[config.mk]
export PLATFORM = sky130hd
export DESIGN_NAME = obq_bridge
export DESIGN_NICKNAME = d
export VERILOG_FILES = /design/src/rtl/obq_pkg.sv /design/src/rtl/obq_fifo.sv /design/src/rtl/obq_bridge.sv
export SDC_FILE = /design/constraint.sdc
export NUM_CORES = 1
export LEC_CHECK = 0
export ABC_AREA = 1
export BUFFER_PORTS_ARGS = -buffer_cell sky130_fd_sc_hd__buf_4
export CAP_MARGIN = 20
export CORE_ASPECT_RATIO = 1.75
export CORE_UTILIZATION = 31
export CTS_CLUSTER_DIAMETER = 100
export DETAILED_ROUTE_END_ITERATION = 6
export GPL_ROUTABILITY_DRIVEN = 0
export GPL_TIMING_DRIVEN = 0
export SYNTH_ARGS = -nofsm -noshare
export SYNTH_HDL_FRONTEND = slang
export SYNTH_SLANG_ARGS = --single-unit
[constraint.sdc]
create_clock -name clk -period 7.1 [get_ports clk]
set_clock_uncertainty 0.1 [all_clocks]
set_input_delay 0.71 -clock clk [delete_from_list [all_inputs] [get_ports clk]]
set_output_delay 0.71 -clock clk [all_outputs]
set_load 0.03 [all_outputs]
[src/rtl/obq_pkg.sv]
package obq_pkg;

    typedef enum logic [1:0] {
        ST_IDLE  = 2'd0,
        ST_WDATA = 2'd1,
        ST_RDATA = 2'd2
    } obq_state_e;

endpackage

[src/rtl/obq_fifo.sv]
module obq_fifo #(
    parameter int W     = 32,
    parameter int DEPTH = 8,
    localparam int AW   = (DEPTH > 1) ? $clog2(DEPTH) : 1,
    localparam int CW   = $clog2(DEPTH + 1)
) (
    input  logic          clk,
    input  logic          rst_n,
    input  logic          push,
    input  logic [W-1:0]  din,
    input  logic          pop,
    output logic [W-1:0]  dout,
    output logic [CW-1:0] count
);

    typedef struct packed {
        logic [AW-1:0] wp;
        logic [AW-1:0] rp;
        logic [CW-1:0] cnt;
    } fifo_st_t;

    fifo_st_t st_d, st_q;
    logic [W-1:0] mem_q [DEPTH];
    logic do_push, do_pop;

    function automatic logic [AW-1:0] nxt(input logic [AW-1:0] p);
        return (p == AW'(DEPTH - 1)) ? '0 : p + AW'(1);
    endfunction

    always_comb begin
        st_d    = st_q;
        do_push = push && (st_q.cnt != CW'(DEPTH));
        do_pop  = pop && (st_q.cnt != '0);
        if (do_push) st_d.wp = nxt(st_q.wp);
        if (do_pop)  st_d.rp = nxt(st_q.rp);
        if (do_push && !do_pop)      st_d.cnt = st_q.cnt + CW'(1);
        else if (do_pop && !do_push) st_d.cnt = st_q.cnt - CW'(1);
    end

    always_ff @(posedge clk) begin
        if (!rst_n) st_q <= '0;
        else        st_q <= st_d;
    end

    always_ff @(posedge clk) begin
        if (do_push) mem_q[st_q.wp] <= din;
    end

    assign dout  = mem_q[st_q.rp];
    assign count = st_q.cnt;

endmodule

[src/rtl/obq_bridge.sv]
module obq_bridge
    import obq_pkg::*;
#(
    parameter int ADDR_W    = 32,
    parameter int DATA_W    = 32,
    parameter int LEN_W     = 4,
    parameter int MAX_BURST = 8,
    parameter int TX_DEPTH  = 8,
    parameter int RX_DEPTH  = 8,
    parameter int TXQ_DEPTH = 4
) (
    input  logic              clk,
    input  logic              rst_n,
    input  logic              lcl_req,
    input  logic              lcl_wr,
    input  logic [ADDR_W-1:0] lcl_addr,
    input  logic [LEN_W-1:0]  lcl_len,
    output logic              lcl_ack,
    output logic              lcl_err,
    input  logic              lcl_wvalid,
    input  logic [DATA_W-1:0] lcl_wdata,
    output logic              lcl_rvalid,
    output logic [DATA_W-1:0] lcl_rdata,
    output logic              out_valid,
    input  logic              out_ready,
    output logic              out_wr,
    output logic [ADDR_W-1:0] out_addr,
    output logic [LEN_W-1:0]  out_len,
    output logic [DATA_W-1:0] out_wdata,
    input  logic              out_wpop,
    input  logic              in_rvalid,
    input  logic [DATA_W-1:0] in_rdata,
    output logic              tx_full,
    output logic              tx_empty,
    output logic              txq_full,
    output logic              tx_empty_stky,
    input  logic              stky_clr,
    input  logic              irq_en,
    output logic              irq
);

    localparam int ENT_W  = 1 + ADDR_W + LEN_W;
    localparam int TX_CW  = $clog2(TX_DEPTH + 1);
    localparam int RX_CW  = $clog2(RX_DEPTH + 1);
    localparam int TXQ_CW = $clog2(TXQ_DEPTH + 1);

    typedef struct packed {
        obq_state_e        st;
        logic [ADDR_W-1:0] addr;
        logic [LEN_W-1:0]  len;
        logic [LEN_W-1:0]  cnt;
        logic              stky;
        logic              empty_prev;
    } ctl_t;

    ctl_t q, d;

    logic [TX_CW-1:0]  tx_cnt;
    logic [RX_CW-1:0]  rx_cnt;
    logic [TXQ_CW-1:0] txq_cnt;
    logic              tx_push, txq_push, rx_pop, rx_push;
    logic [ENT_W-1:0]  txq_din, txq_dout;
    logic              len_ok, tx_room, rx_empty, last_beat, set_stky;

    obq_fifo #(.W(ENT_W), .DEPTH(TXQ_DEPTH)) u_txq (
        .clk(clk), .rst_n(rst_n),
        .push(txq_push), .din(txq_din),
        .pop(out_valid && out_ready), .dout(txq_dout),
        .count(txq_cnt)
    );

    obq_fifo #(.W(DATA_W), .DEPTH(TX_DEPTH)) u_txf (
        .clk(clk), .rst_n(rst_n),
        .push(tx_push), .din(lcl_wdata),
        .pop(out_wpop), .dout(out_wdata),
        .count(tx_cnt)
    );

    obq_fifo #(.W(DATA_W), .DEPTH(RX_DEPTH)) u_rxf (
        .clk(clk), .rst_n(rst_n),
        .push(rx_push), .din(in_rdata),
        .pop(rx_pop), .dout(lcl_rdata),
        .count(rx_cnt)
    );

    assign tx_full   = (tx_cnt == TX_CW'(TX_DEPTH));
    assign tx_empty  = (tx_cnt == '0);
    assign txq_full  = (txq_cnt == TXQ_CW'(TXQ_DEPTH));
    assign out_valid = (txq_cnt != '0);
    assign rx_empty  = (rx_cnt == '0);
    assign rx_push   = in_rvalid && (rx_cnt != RX_CW'(RX_DEPTH));
    assign {out_wr, out_addr, out_len} = txq_dout;

    always_comb begin
        d          = q;
        lcl_ack    = 1'b0;
        lcl_err    = 1'b0;
        lcl_rvalid = 1'b0;
        tx_push    = 1'b0;
        txq_push   = 1'b0;
        rx_pop     = 1'b0;
        txq_din    = {1'b1, q.addr, q.len};
        len_ok     = (lcl_len != '0) && (32'(lcl_len) <= MAX_BURST);
        tx_room    = (32'(tx_cnt) + 32'(lcl_len)) <= TX_DEPTH;
        last_beat  = (q.cnt == (q.len - LEN_W'(1)));

        case (q.st)
            ST_IDLE: begin
                if (lcl_req) begin
                    if (!len_ok) begin
                        lcl_ack = 1'b1;
                        lcl_err = 1'b1;
                    end else if (!txq_full) begin
                        if (lcl_wr) begin
                            if (tx_room) begin
                                lcl_ack = 1'b1;
                                d.st    = ST_WDATA;
                                d.addr  = lcl_addr;
                                d.len   = lcl_len;
                                d.cnt   = '0;
                            end
                        end else begin
                            txq_push = 1'b1;
                            txq_din  = {1'b0, lcl_addr, lcl_len};
                            d.st     = ST_RDATA;
                            d.len    = lcl_len;
                            d.cnt    = '0;
                        end
                    end
                end
            end
            ST_WDATA: begin
                if (lcl_wvalid) begin
                    tx_push = 1'b1;
                    if (last_beat) begin
                        txq_push = 1'b1;
                        d.st     = ST_IDLE;
                    end else begin
                        d.cnt = q.cnt + LEN_W'(1);
                    end
                end
            end
            ST_RDATA: begin
                if (!rx_empty) begin
                    rx_pop     = 1'b1;
                    lcl_rvalid = 1'b1;
                    if (last_beat) begin
                        lcl_ack = 1'b1;
                        d.st    = ST_IDLE;
                    end else begin
                        d.cnt = q.cnt + LEN_W'(1);
                    end
                end
            end
            default: d.st = ST_IDLE;
        endcase

        set_stky     = tx_empty && !q.empty_prev;
        d.empty_prev = tx_empty;
        if (set_stky)      d.stky = 1'b1;
        else if (stky_clr) d.stky = 1'b0;
    end

    always_ff @(posedge clk) begin
        if (!rst_n) begin
            q            <= '0;
            q.st         <= ST_IDLE;
            q.empty_prev <= 1'b1;
        end else begin
            q <= d;
        end
    end

    assign tx_empty_stky = q.stky;
    assign irq           = q.stky && irq_en;

endmodule

### After elaboration in Yosys (flattened, before gate mapping)

Memories as Yosys holds them, arrays and structs flattened. A register that Yosys moved wholly into a read port is not among the register bits.
Cells that the tools add are included.

| operators by class | value |
|---|---|
| equality and inequality tests | 21 |
| reductions and logical operators | 40 |
| $lt $le $gt $ge | 2 |
| add/subtract/negate cells | 15 |
| muxes and demuxes | 67 |
| bitwise logic cells | 1 |

Operators with widths:

| cell | count |
|---|---|
| $mux 37 | 5 |
| $mux 42 | 4 |
| $mux 32 | 1 |
| $mux 3 | 10 |
| $mux 4 | 7 |
| $mux 1 | 27 |
| $logic_and 1x1->1 | 17 |
| $mux 2 | 8 |
| $add 3x1->3 const B | 5 |
| $eq 3x3->1 const B | 5 |
| $add 4x1->4 const B | 3 |
| $pmux 4 s3 | 1 |
| $reduce_and 6->1 | 2 |
| $reduce_bool 4->1 | 3 |
| $sub 4x1->4 const B | 3 |
| $ne 2x2->1 const B | 5 |
| $logic_not 4->1 | 2 |
| $mux 8 | 1 |
| $ne 4x4->1 const B | 2 |
| $reduce_bool 2->1 | 4 |
| $logic_not 1->1 | 7 |
| $reduce_and 7->1 | 1 |
| $eq 2x2->1 const B | 3 |
| $ne 3x3->1 const B | 2 |
| 15 further kinds | 18 |

| storage, ports and cells | value |
|---|---|
| bits of input ports | 110 |
| register bits | 71 |
| bits in writable memories | 660 |
| word-level logic and storage cells | 164 |
| memories | 3 |

Memory list:

| name | words | bits a word | read ports | clocked after memory_dff | write ports | RTL line | RTL |
|---|---|---|---|---|---|---|---|
| u_rxf.mem_q | 8 | 32 | 1 | 1 | 1 | obq_fifo.sv:23 | `logic [W-1:0] mem_q [DEPTH];` |
| u_txf.mem_q | 8 | 32 | 1 | 1 | 1 | obq_fifo.sv:23 |  |
| u_txq.mem_q | 4 | 37 | 1 | 1 | 1 | obq_fifo.sv:23 |  |

### Longest topological paths before layout

| depth | value |
|---|---|
| depth after elaboration | 10 |
| depth in mapped cells | 20 |
| mapped depth without buffers | 20 |

### By module

From an unflattened synthesis, not the netlist that was laid out.

| second synthesis, totals | value |
|---|---|
| cells, all modules | 2741 |
| area, all modules | 30701.9 um^2 |

By module, submodules not included:

| module | area each (um^2) | cells each | times used |
|---|---|---|---|
| obq_fifo at u_txf | 10949.3 | 953 | 1 |
| obq_fifo at u_rxf | 10948.0 | 953 | 1 |
| obq_fifo at u_txq | 6000.8 | 431 | 1 |
| obq_bridge | 2803.9 | 404 | 1 |

### Worst setup path after synthesis

No wires, ideal clock.

| timing path | value |
|---|---|
| kind | input to register |
| start point | input lcl_len[0] |
| end point | memory u_txq.mem_q[0][0] in the netlist's numbering, enable pin |
| setup time | 431 ps |
| data required time | 6569 ps |
| stages | 7 |
| arrival | 3011 ps |
| path slack | 3558 ps |
| cells stage by stage | inv_1 > nand4_1 > a21oi_4 > nand2_2 > o21ai_1 > nand2_1 > nor2_1 |

| on the way | value |
|---|---|
| cells in the longest elaborated chain, start to end | 8 |
| elaborated cells between the ends (all ways) | 9 |
| those cells by class | order compare: 1; mux: 5; reduce/logical: 3 |

RTL lines:

| what | RTL line | RTL |
|---|---|---|
| from (decl) | obq_bridge.sv:17 | `input logic [LEN_W-1:0] lcl_len,` |
| $le 4x4->1 / $reduce_bool 4->1 (equally long branches) | obq_bridge.sv:103 | `len_ok = (lcl_len != '0) && (32'(lcl_len) <= MAX_BURST);` |
| $logic_and 1x1->1 * | obq_bridge.sv:103 |  |
| $mux 1 * | obq_bridge.sv:110 | `if (!len_ok) begin` |
| $mux 1 * | obq_bridge.sv:109 | `if (lcl_req) begin` |
| $pmux 1 s2 * | obq_bridge.sv:107 | `case (q.st)` |
| $logic_and 1x1->1 * | obq_fifo.sv:32 | `do_push = push && (st_q.cnt != CW'(DEPTH));` |
| $mux 1 * | obq_fifo.sv:46 | `if (do_push) mem_q[st_q.wp] <= din;` |
| $mux 1 (implied by the code) * | obq_fifo.sv:46 |  |
| to (decl) | obq_fifo.sv:23 |  |

Every way passes the cells marked *; elsewhere a longest branch is shown, timed or not.

==> flow_summary_export.csv <==
group,metric,value,unit
global_route,grt_pass1_vias,19585,
sta,hold-worst-slack,0.1938,ns
cts,worstSkewPairLatency,0.65,ns
synth,ys_seq_area_share,73.08,%
status,status,"finished, final reports clean",
cts,clockBufferDepth,3,
global_route,antenna_found_initial,4,
detailed_routing,drtIter0Drc,1327,
setup_path,crit_required,6.29,ns
layout,final_nets,2868,
sta,hold_viol,0,
detailed_routing,antenna_left,0,
setup_path,worst_setup_path_start_kind,"flip-flop",
place,numPortBuffers,218,
synth,yosys-top-cells-area,"edfxtp_1 (68%), nor2_1 (8.1%), o21ai_0 (6.4%)",
floorplanning,die_w,234.3,um
floorplanning,core_area,93330,sq um
power,max-vdd-ir-drop,0.2711,mV
synth,synth_edf_count,660,
synth,synthTopCellsByCount,"edfxtp_1 (660), nor2_1 (633), o21ai_0 (372)",
sta,fin_setup_tns,0,ns
place,hpwlAfterDp,54020,um
synth,netlist_area,29280,sq um
floorplanning,die_h,408.6,um
sta,rsz0062_at_grt,"no",
setup_path,end_kind,"output pin",
setup_path,arrival,3.07,ns
synth,post-synth-top-area-cell,"edfxtp_1",
global_route,grt.overflow.total,0,
cts,tritoncts,"yes",
sta,fin_crit,3.884,ns
synth,syn_avg_cell_area,12.13,sq um
cts,numCtsBuffers,70,
power,power_leakage,12.20,nW
cts,clkSinkCount,739,
floorplanning,fp.dieArea,95740,sq um
detailed_routing,dr.pass1.iters,5,
detailed_routing,wl_per_cell,19.99,um
synth,synth_top_area_share,67.68,%
sta,slew_violations,0,
worst_hold_path,hold_path_class,"in2reg",
synth,async_flop_share,0,%
sta,tightest_slew,0.8742,ns
cts,h-tree-depth,3,
setup_path,crit_fanout,10,
synth,synthDistinctLibCells,33,
synth,synth_flop_cell,"edfxtp_1",
cts,cts_setup_buffers,0,
run,cap_violations,0,
floorplanning,num_rows,148,
setup_path,worstSetupPathType,"reg2out",
cts,hold_buffers,0,
cts,clockRootBuffer,"clkbuf_16",
synth,netlist_instances,2414,
sta,setup_viol,0,
synth,ys_ff_latch,739,
floorplanning,io_pins,220,
sta,fmax,257.5,MHz
cts,ctsResizeCount,0,
global_route,grt_start_max_net_pins,27,
detailed_routing,drc,0,
layout,drive_gt1_share,14.45,%
cts,clk_pin_slew,0.07,ns
layout,nFillCells,8990,
synth,synth.most_common_cell,"edfxtp_1",
floorplanning,floorplan.initialDensity,31.37,%
layout,areaGrowthSynthToFinish,20.32,%
global_route,grt_usage,16.35,%
power,power.density,376.8,nW/um^2
detailed_routing,via_per_inst,4.900,
detailed_routing,vias,19521,
sta,relSlewSlack,41.72,%
sta,period_share,54.71,%
synth,synth_nets,2558,
detailed_routing,drt-total-wl,79640,um
synth,synth_warnings,0,
global_route,grt_pass1_wl,116700,um
[worst max-delay path: stages (launching register included)]
cell	delay, ns
dfxtp_1	0.43
buf_2	0.29
clkbuf_1	0.55
nor2_1	0.14
o22ai_1	0.19
nor2_1	0.06
a31oi_1	0.48
buf_4	0.28
[cells in the final DEF, fill, tap and decap left out, types with 5 or more instances in the layout]
| master | count |
|---|---|
| o21ai_0 | 372 |
| buf_4 | 218 |
| clkinv_2 | 12 |
| o21ai_1 | 25 |
| dfxtp_1 | 79 |
| edfxtp_1 | 660 |
| clkbuf_1 | 114 |
| buf_2 | 19 |
| inv_1 | 102 |
| xor2_1 | 6 |
| o22ai_1 | 102 |
| ha_1 | 30 |
| clkinv_1 | 12 |
| inv_2 | 5 |
| buf_1 | 12 |
| nor2_1 | 613 |
| buf_6 | 11 |
| a21oi_1 | 82 |
| buf_12 | 16 |
| clkbuf_16 | 73 |
| a31oi_1 | 64 |
| nor2_4 | 21 |
| nand3_1 | 15 |
| nand2_1 | 72 |
[area by class of cell]
| cell class | count | area (sq um) | share of cell area, % |
|---|---|---|---|
| Tap cell | 1200 | 1501 | 4.262 |
| Clock inverter | 36 | 289.0 | 0.8204 |
| Buffer | 139 | 628.1 | 1.783 |
| Antenna cell | 2 | 5.005 | 0.01421 |
| Sequential cell | 739 | 21400 | 60.74 |
| Timing Repair Buffer | 238 | 2067 | 5.867 |
| Inverter | 109 | 409.1 | 1.161 |
| Multi-Input combinational cell | 1427 | 6994 | 19.85 |
| Clock buffer | 94 | 1937 | 5.498 |
[logic make-up (layout without fill, tap and decap cells)]
group | Yosys count | after routing | share of synthesized area (%)
adders and majority gates | 34 | 34 | 1.555
xor gates and xnor gates | 7 | 7 | 0.2094
buffers and inverters | 248 | 616 | 3.542
other | 0 | 2 | 0
AOI/OAI and AO/OA | 654 | 654 | 12.03
DFF | 739 | 739 | 73.08
and+or+nand+nor | 732 | 732 | 9.576
[per-layer routing]
layer | wire length (um) | share of wire [%] | GRT usage, % | vias to the layer above
li1 | - | - | - | 9267
met1 | 29720 | 37 | 17.65 | 9471
met2 | 42240 | 53 | 30.17 | 628
met3 | 5237 | 6.6 | 3.376 | 153
met4 | 2431 | 3.1 | 7.097 | 2
met5 | 15 | 0.019 | 0 | -
[state kept, by name, summed over array words and instances (netlist names), named ones only]
name and count:
u_txq.st_q 4, u_rxf.mem_q 256, u_rxf.count 4, u_txq.count 3
u_txf.count 4, u_txq.mem_q 148, u_rxf.st_q 6, u_txf.st_q 6
q 43, tx_empty_stky 1, u_txf.mem_q 256
[worst paths after layout]
| check | start | to | slack [ns] | depth (start not counted) |
|---|---|---|---|---|
| setup / recovery | flip-flop | lcl_rdata[3] | 3.22 | 7 |
| hold / removal | lcl_wdata[13] | u_txf.mem_q[3][13] | 0.19 | 1 |
| setup reg to reg | q[6] | u_txq.count[2] | 3.90 | 17 |
| hold reg to reg | q[38] | q[38] | 0.35 | 2 |
[through the flow]
step / worst slack, ns / cell area [sq um] / cells / util (%) / power [mW]
finish: 3.216 / 35230 / 3984 / 37.75 / 13.28
floorplan: 3.558 / 29280 / 2414 / - / 7.952
detailed placement: 3.734 / 33000 / 3852 / 35.36 / 9.755
CTS: 3.141 / 35230 / 3982 / 37.74 / 13.39
global route: 3.054 / 35230 / 3982 / 37.74 / 13.92
global placement: 1.664 / 32420 / 3832 / 34.74 / 9.671
[power by group]
group | total (mW) | switching (mW) | internal [mW]
Clock | 3.65 | 1.66 | 1.99
Combinational | 4.45 | 3.09 | 1.36
Sequential | 5.18 | 0.121 | 5.06
No activity file was read; power rests on OpenSTA's default activity.
